==> config.mk <==
export PLATFORM = sky130hd
export DESIGN_NAME = video_agc
export DESIGN_NICKNAME = d
export VERILOG_FILES = /design/src/rtl/agc_pkg.sv /design/src/rtl/agc_ctrl.sv /design/src/rtl/agc_datapath.sv /design/src/rtl/video_agc.sv
export SDC_FILE = /design/constraint.sdc
export NUM_CORES = 1
export LEC_CHECK = 0
export BUFFER_PORTS_ARGS = -buffer_cell sky130_fd_sc_hd__buf_4
export CAP_MARGIN = 20
export CORE_UTILIZATION = 52
export DETAILED_ROUTE_END_ITERATION = 7
export PLACE_DENSITY = 0.84
export RECOVER_POWER = 100
export SKIP_LAST_GASP = 1
export SLEW_MARGIN = 40
export SYNTH_ARGS = -nofsm -noshare
export SYNTH_HDL_FRONTEND = slang
export SYNTH_HIERARCHICAL = 1
export SYNTH_SLANG_ARGS = --single-unit
==> constraint.sdc <==
create_clock -name clk -period 3.9 [get_ports clk]
set_input_delay 0.195 -clock clk [delete_from_list [all_inputs] [get_ports clk]]
set_output_delay 0.195 -clock clk [all_outputs]
set_load 0.005 [all_outputs]
==> src/rtl/agc_pkg.sv <==
package agc_pkg;
  localparam int NUM_REF   = 4;
  localparam int REF_SYNC  = 0;
  localparam int REF_BURST = 1;
  localparam int REF_CPEAK = 2;
  localparam int REF_LPEAK = 3;

  // back-end loop cannot see the composite peak
  localparam logic [NUM_REF-1:0] BE_EXCLUDE = NUM_REF'(1) << REF_CPEAK;

  typedef struct packed {
    logic feUp;
    logic feDown;
    logic beUp;
    logic beDown;
    logic manual;
  } agc_strobe_t;
endpackage

==> src/rtl/agc_ctrl.sv <==
module agc_ctrl
  import agc_pkg::*;
#(
  parameter int MEAS_W = 10,
  parameter int DLY_W  = 8
) (
  input  logic                            clk,
  input  logic                            rstN,
  input  logic                            lineStrobe,
  input  logic                            agcEn,
  input  logic                            clipFlag,
  input  logic [NUM_REF-1:0][MEAS_W-1:0]  refLevel,
  input  logic [NUM_REF-1:0][MEAS_W-1:0]  refTarget,
  input  logic [NUM_REF-1:0]              feRefEn,
  input  logic [NUM_REF-1:0]              beRefEn,
  input  logic [DLY_W-1:0]                incDelay,
  output agc_strobe_t                     strobes
);
  localparam logic [DLY_W-1:0] QUIET_MAX = '1;

  logic [NUM_REF-1:0] aboveTgt;
  logic [NUM_REF-1:0] belowTgt;
  logic [NUM_REF-1:0] beMask;
  logic [DLY_W-1:0]   quietCnt;
  logic feOver, feAllUnder, beOver, beAllUnder, active, delayMet;

  for (genvar i = 0; i < NUM_REF; i++) begin : g_cmp
    assign aboveTgt[i] = refLevel[i] > refTarget[i];
    assign belowTgt[i] = refLevel[i] < refTarget[i];
  end

  assign beMask     = beRefEn & ~BE_EXCLUDE;
  assign feOver     = clipFlag | (|(aboveTgt & feRefEn));
  assign feAllUnder = (|feRefEn) & (&(belowTgt | ~feRefEn));
  assign beOver     = |(aboveTgt & beMask);
  assign beAllUnder = (|beMask) & (&(belowTgt | ~beMask));
  assign active     = lineStrobe & agcEn;
  assign delayMet   = quietCnt >= incDelay;

  // consecutive strobes without an over-target or clip condition
  always_ff @(posedge clk) begin
    if (!rstN || !agcEn) begin
      quietCnt <= '0;
    end else if (lineStrobe) begin
      if (feOver)                   quietCnt <= '0;
      else if (quietCnt != QUIET_MAX) quietCnt <= quietCnt + DLY_W'(1);
    end
  end

  always_comb begin
    strobes        = '0;
    strobes.manual = !agcEn;
    strobes.feDown = active & feOver;
    strobes.feUp   = active & !feOver & feAllUnder & delayMet;
    strobes.beDown = active & beOver;
    strobes.beUp   = active & !beOver & beAllUnder;
  end
endmodule

==> src/rtl/agc_datapath.sv <==
module agc_datapath
  import agc_pkg::*;
#(
  parameter int COARSE_W     = 4,
  parameter int FINE_W       = 12,
  parameter int SPEED_W      = 4,
  parameter int BE_W         = 8,
  parameter int BE_MIN       = 64,
  parameter int BE_MAX       = 255,
  parameter int BE_UNITY     = 128,
  parameter int RESET_COARSE = 8
) (
  input  logic                         clk,
  input  logic                         rstN,
  input  agc_strobe_t                  strobes,
  input  logic [SPEED_W-1:0]           incSpeed,
  input  logic [COARSE_W-1:0]          manCoarse,
  input  logic [FINE_W-1:0]            manFine,
  output logic [COARSE_W+FINE_W-1:0]   gainWord,
  output logic [BE_W-1:0]              beGain
);
  localparam int GAIN_W = COARSE_W + FINE_W;
  localparam logic [GAIN_W-1:0] GAIN_MAX    = '1;
  localparam logic [GAIN_W-1:0] COARSE_STEP = GAIN_W'(1) << FINE_W;
  localparam logic [GAIN_W-1:0] RESET_WORD  = GAIN_W'(RESET_COARSE) << FINE_W;
  localparam logic [BE_W-1:0]   BE_LO  = BE_W'(BE_MIN);
  localparam logic [BE_W-1:0]   BE_HI  = BE_W'(BE_MAX);
  localparam logic [BE_W-1:0]   BE_ONE = BE_W'(BE_UNITY);

  logic [GAIN_W-1:0] gainQ;
  logic [GAIN_W-1:0] upStep;
  logic [BE_W-1:0]   beQ;

  assign upStep = GAIN_W'(1) << incSpeed;

  // coarse and fine form one word, so carries and borrows cross naturally
  always_ff @(posedge clk) begin
    if (!rstN)                 gainQ <= RESET_WORD;
    else if (strobes.manual)   gainQ <= {manCoarse, manFine};
    else if (strobes.feDown)   gainQ <= (gainQ < COARSE_STEP) ? '0 : gainQ - COARSE_STEP;
    else if (strobes.feUp)     gainQ <= (gainQ > GAIN_MAX - upStep) ? GAIN_MAX : gainQ + upStep;
  end

  always_ff @(posedge clk) begin
    if (!rstN || strobes.manual) beQ <= BE_ONE;
    else if (strobes.beDown)     beQ <= (beQ > BE_LO) ? beQ - BE_W'(1) : BE_LO;
    else if (strobes.beUp)       beQ <= (beQ < BE_HI) ? beQ + BE_W'(1) : BE_HI;
  end

  assign gainWord = gainQ;
  assign beGain   = beQ;
endmodule

==> src/rtl/video_agc.sv <==
module video_agc
  import agc_pkg::*;
#(
  parameter int MEAS_W       = 10,
  parameter int COARSE_W     = 4,
  parameter int FINE_W       = 12,
  parameter int SPEED_W      = 4,
  parameter int DLY_W        = 8,
  parameter int BE_W         = 8,
  parameter int BE_MIN       = 64,
  parameter int BE_MAX       = 255,
  parameter int BE_UNITY     = 128,
  parameter int RESET_COARSE = 8
) (
  input  logic                         clk,
  input  logic                         rstN,
  input  logic                         lineStrobe,
  input  logic                         agcEn,
  input  logic                         clipFlag,
  input  logic [MEAS_W-1:0]            syncLevel,
  input  logic [MEAS_W-1:0]            burstLevel,
  input  logic [MEAS_W-1:0]            compPeakLevel,
  input  logic [MEAS_W-1:0]            lumaPeakLevel,
  input  logic [MEAS_W-1:0]            syncTarget,
  input  logic [MEAS_W-1:0]            burstTarget,
  input  logic [MEAS_W-1:0]            compPeakTarget,
  input  logic [MEAS_W-1:0]            lumaPeakTarget,
  input  logic [3:0]                   feRefEn,
  input  logic [3:0]                   beRefEn,
  input  logic [SPEED_W-1:0]           incSpeed,
  input  logic [DLY_W-1:0]             incDelay,
  input  logic [COARSE_W-1:0]          manCoarse,
  input  logic [FINE_W-1:0]            manFine,
  output logic [COARSE_W-1:0]          coarseGain,
  output logic [FINE_W-1:0]            fineGain,
  output logic [COARSE_W+FINE_W-1:0]   curGain,
  output logic [BE_W-1:0]              beGain
);
  localparam int GAIN_W = COARSE_W + FINE_W;

  logic [NUM_REF-1:0][MEAS_W-1:0] refLevel;
  logic [NUM_REF-1:0][MEAS_W-1:0] refTarget;
  logic [GAIN_W-1:0]              gainWord;
  agc_strobe_t                    strobes;

  // index order: sync, burst, composite peak, luma peak
  assign refLevel  = {lumaPeakLevel, compPeakLevel, burstLevel, syncLevel};
  assign refTarget = {lumaPeakTarget, compPeakTarget, burstTarget, syncTarget};

  agc_ctrl #(.MEAS_W(MEAS_W), .DLY_W(DLY_W)) u_ctrl (
    .clk(clk), .rstN(rstN), .lineStrobe(lineStrobe), .agcEn(agcEn),
    .clipFlag(clipFlag), .refLevel(refLevel), .refTarget(refTarget),
    .feRefEn(feRefEn), .beRefEn(beRefEn), .incDelay(incDelay),
    .strobes(strobes)
  );

  agc_datapath #(
    .COARSE_W(COARSE_W), .FINE_W(FINE_W), .SPEED_W(SPEED_W), .BE_W(BE_W),
    .BE_MIN(BE_MIN), .BE_MAX(BE_MAX), .BE_UNITY(BE_UNITY),
    .RESET_COARSE(RESET_COARSE)
  ) u_dp (
    .clk(clk), .rstN(rstN), .strobes(strobes), .incSpeed(incSpeed),
    .manCoarse(manCoarse), .manFine(manFine),
    .gainWord(gainWord), .beGain(beGain)
  );

  assign coarseGain = gainWord[GAIN_W-1:FINE_W];
  assign fineGain   = gainWord[FINE_W-1:0];
  assign curGain    = agcEn ? gainWord : '0;
endmodule

### After elaboration in Yosys (flattened, before gate mapping)

Cells that the tools add are included.

| word-level totals | value |
|---|---|
| flip-flop bits (word level) | 32 |
| output and inout port bits | 40 |
| logic and storage cells | 68 |

| operators by class | value |
|---|---|
| add/sub/neg operators | 6 |
| $lt $le $gt $ge | 13 |
| equal/unequal tests | 2 |
| shifts and indexed selects | 1 |
| muxes and demuxes | 12 |
| bitwise logic cells | 17 |
| reduce and logical (&&, ||, !) cells | 14 |

Operator list:

| operator | number |
|---|---|
| two-way mux 16 bit | 6 |
| two-way mux 8 bit | 6 |
| > comparator 10 bit | 4 |
| < comparator 10 bit | 4 |
| adder 16 bit | 1 |
| adder 8 x 1 -> 8 bit (second input constant) | 2 |
| > comparator 16 bit | 1 |
| < comparator 16 x 13 -> 1 bit (second input constant) | 1 |
| << shifter 1 x 4 -> 16 bit (first input constant) | 1 |
| subtractor 16 x 13 -> 16 bit (second input constant) | 1 |
| subtractor 16 bit (first input constant) | 1 |
| OR reduction 4 bit | 3 |
| AND 1 bit | 10 |
| AND 4 bit | 2 |
| greater-or-equal comparator 8 bit | 1 |
| > comparator 8 x 7 -> 1 bit (second input constant) | 1 |
| < comparator 8 bit (second input constant) | 1 |
| != test 8 bit (second input constant) | 1 |
| NOT 4 bit | 2 |
| bitwise OR 4 bit | 2 |
| AND reduction 4 bit | 2 |
| subtractor 8 x 1 -> 8 bit (second input constant) | 1 |
| logical NOT 1 bit | 4 |
| nonzero test 2 bit | 2 |
| 5 further kinds | 5 |

### Longest topological paths before layout

| depth | value |
|---|---|
| depth in word-level cells | 11 |
| mapped depth | 18 |
| depth with buffers taken out | 15 |

### By module

The synthesis kept the hierarchy.

Modules (own cells, without submodules):

| module | instances | cells each | area each (um^2) |
|---|---|---|---|
| agc_datapath | 1 | 374 | 2613.8 |
| agc_ctrl | 1 | 251 | 1836.8 |
| video_agc | 1 | 17 | 126.4 |

### Worst setup path after synthesis

No wires, ideal clock.

| timing path | value |
|---|---|
| path type | input-to-reg |
| start | input compPeakTarget[7] |
| end | register u_dp.gainQ[12], in the netlist u_dp/gainWord[12] |
| data arrival time | 2.923 ns |
| data required time | 3.785 ns |
| slack | 0.863 ns |
| stages on the path | 14 |
| cell sequence | inv_1 -> ha_1 -> a211oi_2 -> nor2_1 -> o41a_1 -> a221oi_2 -> buf_6 -> nand2_4 -> nor3b_1 -> inv_1 -> a2111oi_0 -> a31oi_1 -> a21o_1 -> o21ba_1 |

RTL lines:

| item | RTL line | text |
|---|---|---|
| start, declared | video_agc.sv:26 | `input logic [MEAS_W-1:0] compPeakTarget,` |
| end signal, assigned | agc_datapath.sv:39 | `else if (strobes.manual) gainQ <= {manCoarse, manFine};` |
| end signal, assigned | agc_datapath.sv:40 | `else if (strobes.feDown) gainQ <= (gainQ < COARSE_STEP) ? '0 : gainQ - COARSE_STEP;` |
| end signal, assigned | agc_datapath.sv:41 | `else if (strobes.feUp) gainQ <= (gainQ > GAIN_MAX - upStep) ? GAIN_MAX : gainQ + upStep;` |
| end, declared | agc_datapath.sv:30 | `logic [GAIN_W-1:0] gainQ;` |

==> summary.md <==
| Metric | Value |
|---|---|
| Max_cap viols | 0 |
| Die W | 95.8 µm |
| Worst vdd ir | 0.219 mV |
| Clk_skew | 0.00459 ns |
| Status | completed |
| Deepest clock path buffer count | 2 |
| Num CTS Buffers | 5 |
| Worst-margin pin slew | 0.917 ns |
| Flop pwr share | 0.298 |
| FF+latch count, synth | 32 |
| Post CTS Setup Buffer Count | 0 |
| Req. time, crit path | 4.12 ns |
| # DRC | 0 |
| Post-synth cell types | 74 |
| Synth top area share | 0.191 |
| Post-synth EDFFs | 0 |
| Worst-Skew Late Latency | 0.29 ns |
| Num ports | 161 |
| Share of cells above drive strength 1 | 0.251 |
| NetSw | 0.000433 W |
| Final hold vios | 0 |
| Detail Placement HPWL | 11,300 µm |
| Final period utilization | 0.884 |
| Startpoint class of the critical path | primary input |
| Grt ovf | 0 |
| Clock-pin slew on the worst setup and hold paths | 0.07 ns |
| 1st-pass router iterations | 5 |
| Asr flop ratio synth | 0 |
| Slew Viols, Final | 0 |
| Mapped Area | 4580 µm² |
| Synth Instances | 642 |
| Synth top area cells | ha_1 (19%), dfxtp_1 (14%), inv_1 (6.2%) |
| Arrival time of the worst setup path | 3.67 ns |
| Cell internal pwr | 0.000830 W |
| Largest net degree at the start of global routing | 25 |
| CTS Sinks | 32 |
| Placeable Area | 8380 µm² |
| H-tree levels | 2 |
| # diodes | 0 |
| First-pass GRT wire length | 21,700 µm |
| Ys flop type | dfxtp_1 |
| CTS Hold Bufs | 0 |
| Power after layout | 0.00126 W |
| Setup TNS | 0 ns |
| Setup crit end kind | flip-flop |
| YS warnings | 6 |
| Nets@finish | 980 |
| Routed WL per cell | 15.8 µm |
| Rows | 33 |
| Routed WL | 14,100 µm |
| RSZ-0062 raised after global routing | no |
| Die height | 95.8 µm |
| Gate power share | 0.417 |
| Initial Utilization | 0.546 |
| Area leader, netlist | ha_1 |
| GRT Resource Usage Total | 0.297 |
| Leakage power | 2.82 nW |
| Slew Limit Headroom | 0.373 |
| Root Buffer | clkbuf_8 |
| Antenna-violating nets left | 0 |
| Fmax | 290 MHz |
| CP Class | in -> reg |
| Area grow syn2layout | 28.9% |
| Min Tclk post-route | 3.45 ns |
| Sw Ratio | 0.343 |
| HP Class | in -> reg |
| Vias in the first global route | 5,012 |
| Worst-path fanout max | 11 |
| Resize count post-CTS | 0 |
| Buffers added on ports | 159 |
| Placer Congestion | 1.01 |
| Clock power share | 0.285 |
| CTS tree | done |
| DR vias/cell | 6.04 |
| First DRT Iteration DRCs | 352 |
| Antenna violations before repair | 0 |
| Final setup violation count | 0 |
| Full die area | 9180 µm² |
| Via count | 5,397 |
| Post-synthesis sequential area ratio | 0.140 |
| Power per Cell Area | 214 nW/µm² |
| Mapped Nets | 834 |
| Syn_area_per_cell | 7.13 µm² |
==> cell type report <==
type                       count  area (µm²)
multi-input combinational    508        3500
fill                         687        2480
timing repair buffer         165        1220
sequential                    32         641
inverter                      76         285
tap                          105         131
clock buffer                   7        96.3
clock inverter                 1        30.0
==> routing by layer <==
layer  up-vias  GRT usage  wire [µm]
met5         -          0          0
met4         0      0.141        531
met3        60     0.0482       1150
met2       280      0.549       6990
met1      2450      0.328       5430
li1       2607          -          -
==> critical path, stage by stage <==
cell	delay, ns
clkbuf_4	0.11
ha_1	0.32
a21oi_1	0.15
o21ai_0	0.10
a2111oi_0	0.83
nor3_1	0.10
nor2_1	0.26
buf_4	0.24
a21oi_1	0.16
nor2_1	0.13
clkbuf_1	0.36
nand2_1	0.23
o211ai_1	0.18
o221ai_1	0.16
a21oi_1	0.15
==> Yosys cell counts (2+ instances only) <==
master,instances
ha_1,70
buf_4,3
and2_2,12
o21bai_1,2
a21boi_0,4
o221ai_1,2
a21oi_1,47
buf_6,3
xnor2_1,11
nor2b_1,8
clkbuf_1,10
a21o_1,7
o311ai_0,2
nand2_1,59
nand3b_1,2
nand4_2,2
nand4_1,15
o31a_1,2
and2_1,5
or3_1,2
o21a_1,8
and4_1,2
dfxtp_1,32
a31oi_1,17
nand3_1,29
o211ai_1,15
a2111oi_0,3
o22ai_1,6
o21ai_1,5
o21ai_0,23
a211oi_2,2
o41a_1,2
nor2_1,51
nor3_1,16
a211oi_1,10
o31ai_1,3
xor2_1,5
nor4_1,3
nor3b_1,2
or2_2,3
buf_2,10
nand2b_1,13
and3_1,5
a41oi_1,4
inv_1,76
==> power by group through the flow <==
stage	clock, W	sequential (W)	combinational, W
after floorplan	0	0.000375	0.000316
after global placement	0	0.000383	0.000506
after detailed placement	0	0.000384	0.000527
after CTS	0.000364	0.000376	0.000529
after global routing	0.000379	0.000379	0.000582
final	0.000359	0.000376	0.000527
==> metrics by stage <==
step / cells / instance area, µm² / setup slack, ns / utilization / hold WS [ns]
floorplan: 642 / 4580 / 0.863 / - / 0.359
finish: 894 / 5900 / 0.451 / 0.704 / 0.182
global placement: 886 / 5800 / 0.407 / 0.692 / 0.484
global route: 894 / 5900 / 0.123 / 0.704 / 0.182
detailed placement: 886 / 5800 / 0.283 / 0.692 / 0.485
CTS: 894 / 5930 / 0.592 / 0.707 / 0.179
==> placed cells by master, fill, tap and decap left out, drive strengths merged, types with 6 or more instances in the layout <==
| cell type | count |
|---|---|
| a211oi | 12 |
| a21boi | 6 |
| a21o | 7 |
| a21oi | 49 |
| a31oi | 17 |
| and2 | 17 |
| and3 | 6 |
| buf | 124 |
| clkbuf | 48 |
| dfxtp | 32 |
| ha | 70 |
| inv | 76 |
| nand2 | 60 |
| nand2b | 13 |
| nand3 | 29 |
| nand4 | 17 |
| nor2 | 52 |
| nor2b | 8 |
| nor3 | 16 |
| o211ai | 16 |
| o21a | 8 |
| o21ai | 29 |
| o22ai | 6 |
| xnor2 | 11 |
==> sequential cells by signal, indices dropped and copies added, names as in the netlist <==
name             count
u_ctrl/quietCnt      8
u_dp/beGain          8
u_dp/gainWord       16
==> path summary, 6_finish.rpt <==
kind / start / end / slack, ns / cells past startpoint
max reg2reg: u_ctrl/quietCnt[0]$_SDFFE_PP0P_ / u_dp/gainWord[8]$_SDFFE_PN0P_ / 0.54 / 16
max: lumaPeakLevel[5] / u_dp/gainWord[13]$_SDFFE_PN0P_ / 0.45 / 15
min reg2reg: u_ctrl/quietCnt[0]$_SDFFE_PP0P_ / u_ctrl/quietCnt[0]$_SDFFE_PP0P_ / 0.53 / 2
min: manFine[0] / u_dp/gainWord[0]$_SDFFE_PN0P_ / 0.18 / 3
==> logic make-up after synthesis <==
family                     count (synthesis)  share of synthesized area
and+or+nand+nor                          236                      0.262
AOI/OAI and AO/OA                        182                      0.271
buffers and inverters                    102                     0.0938
adders and majority gates                 71                      0.196
DFF                                       32                      0.140
xor gates and xnor gates                  16                     0.0306
muxes                                      3                    0.00711
(Power assumes the default switching activity.)
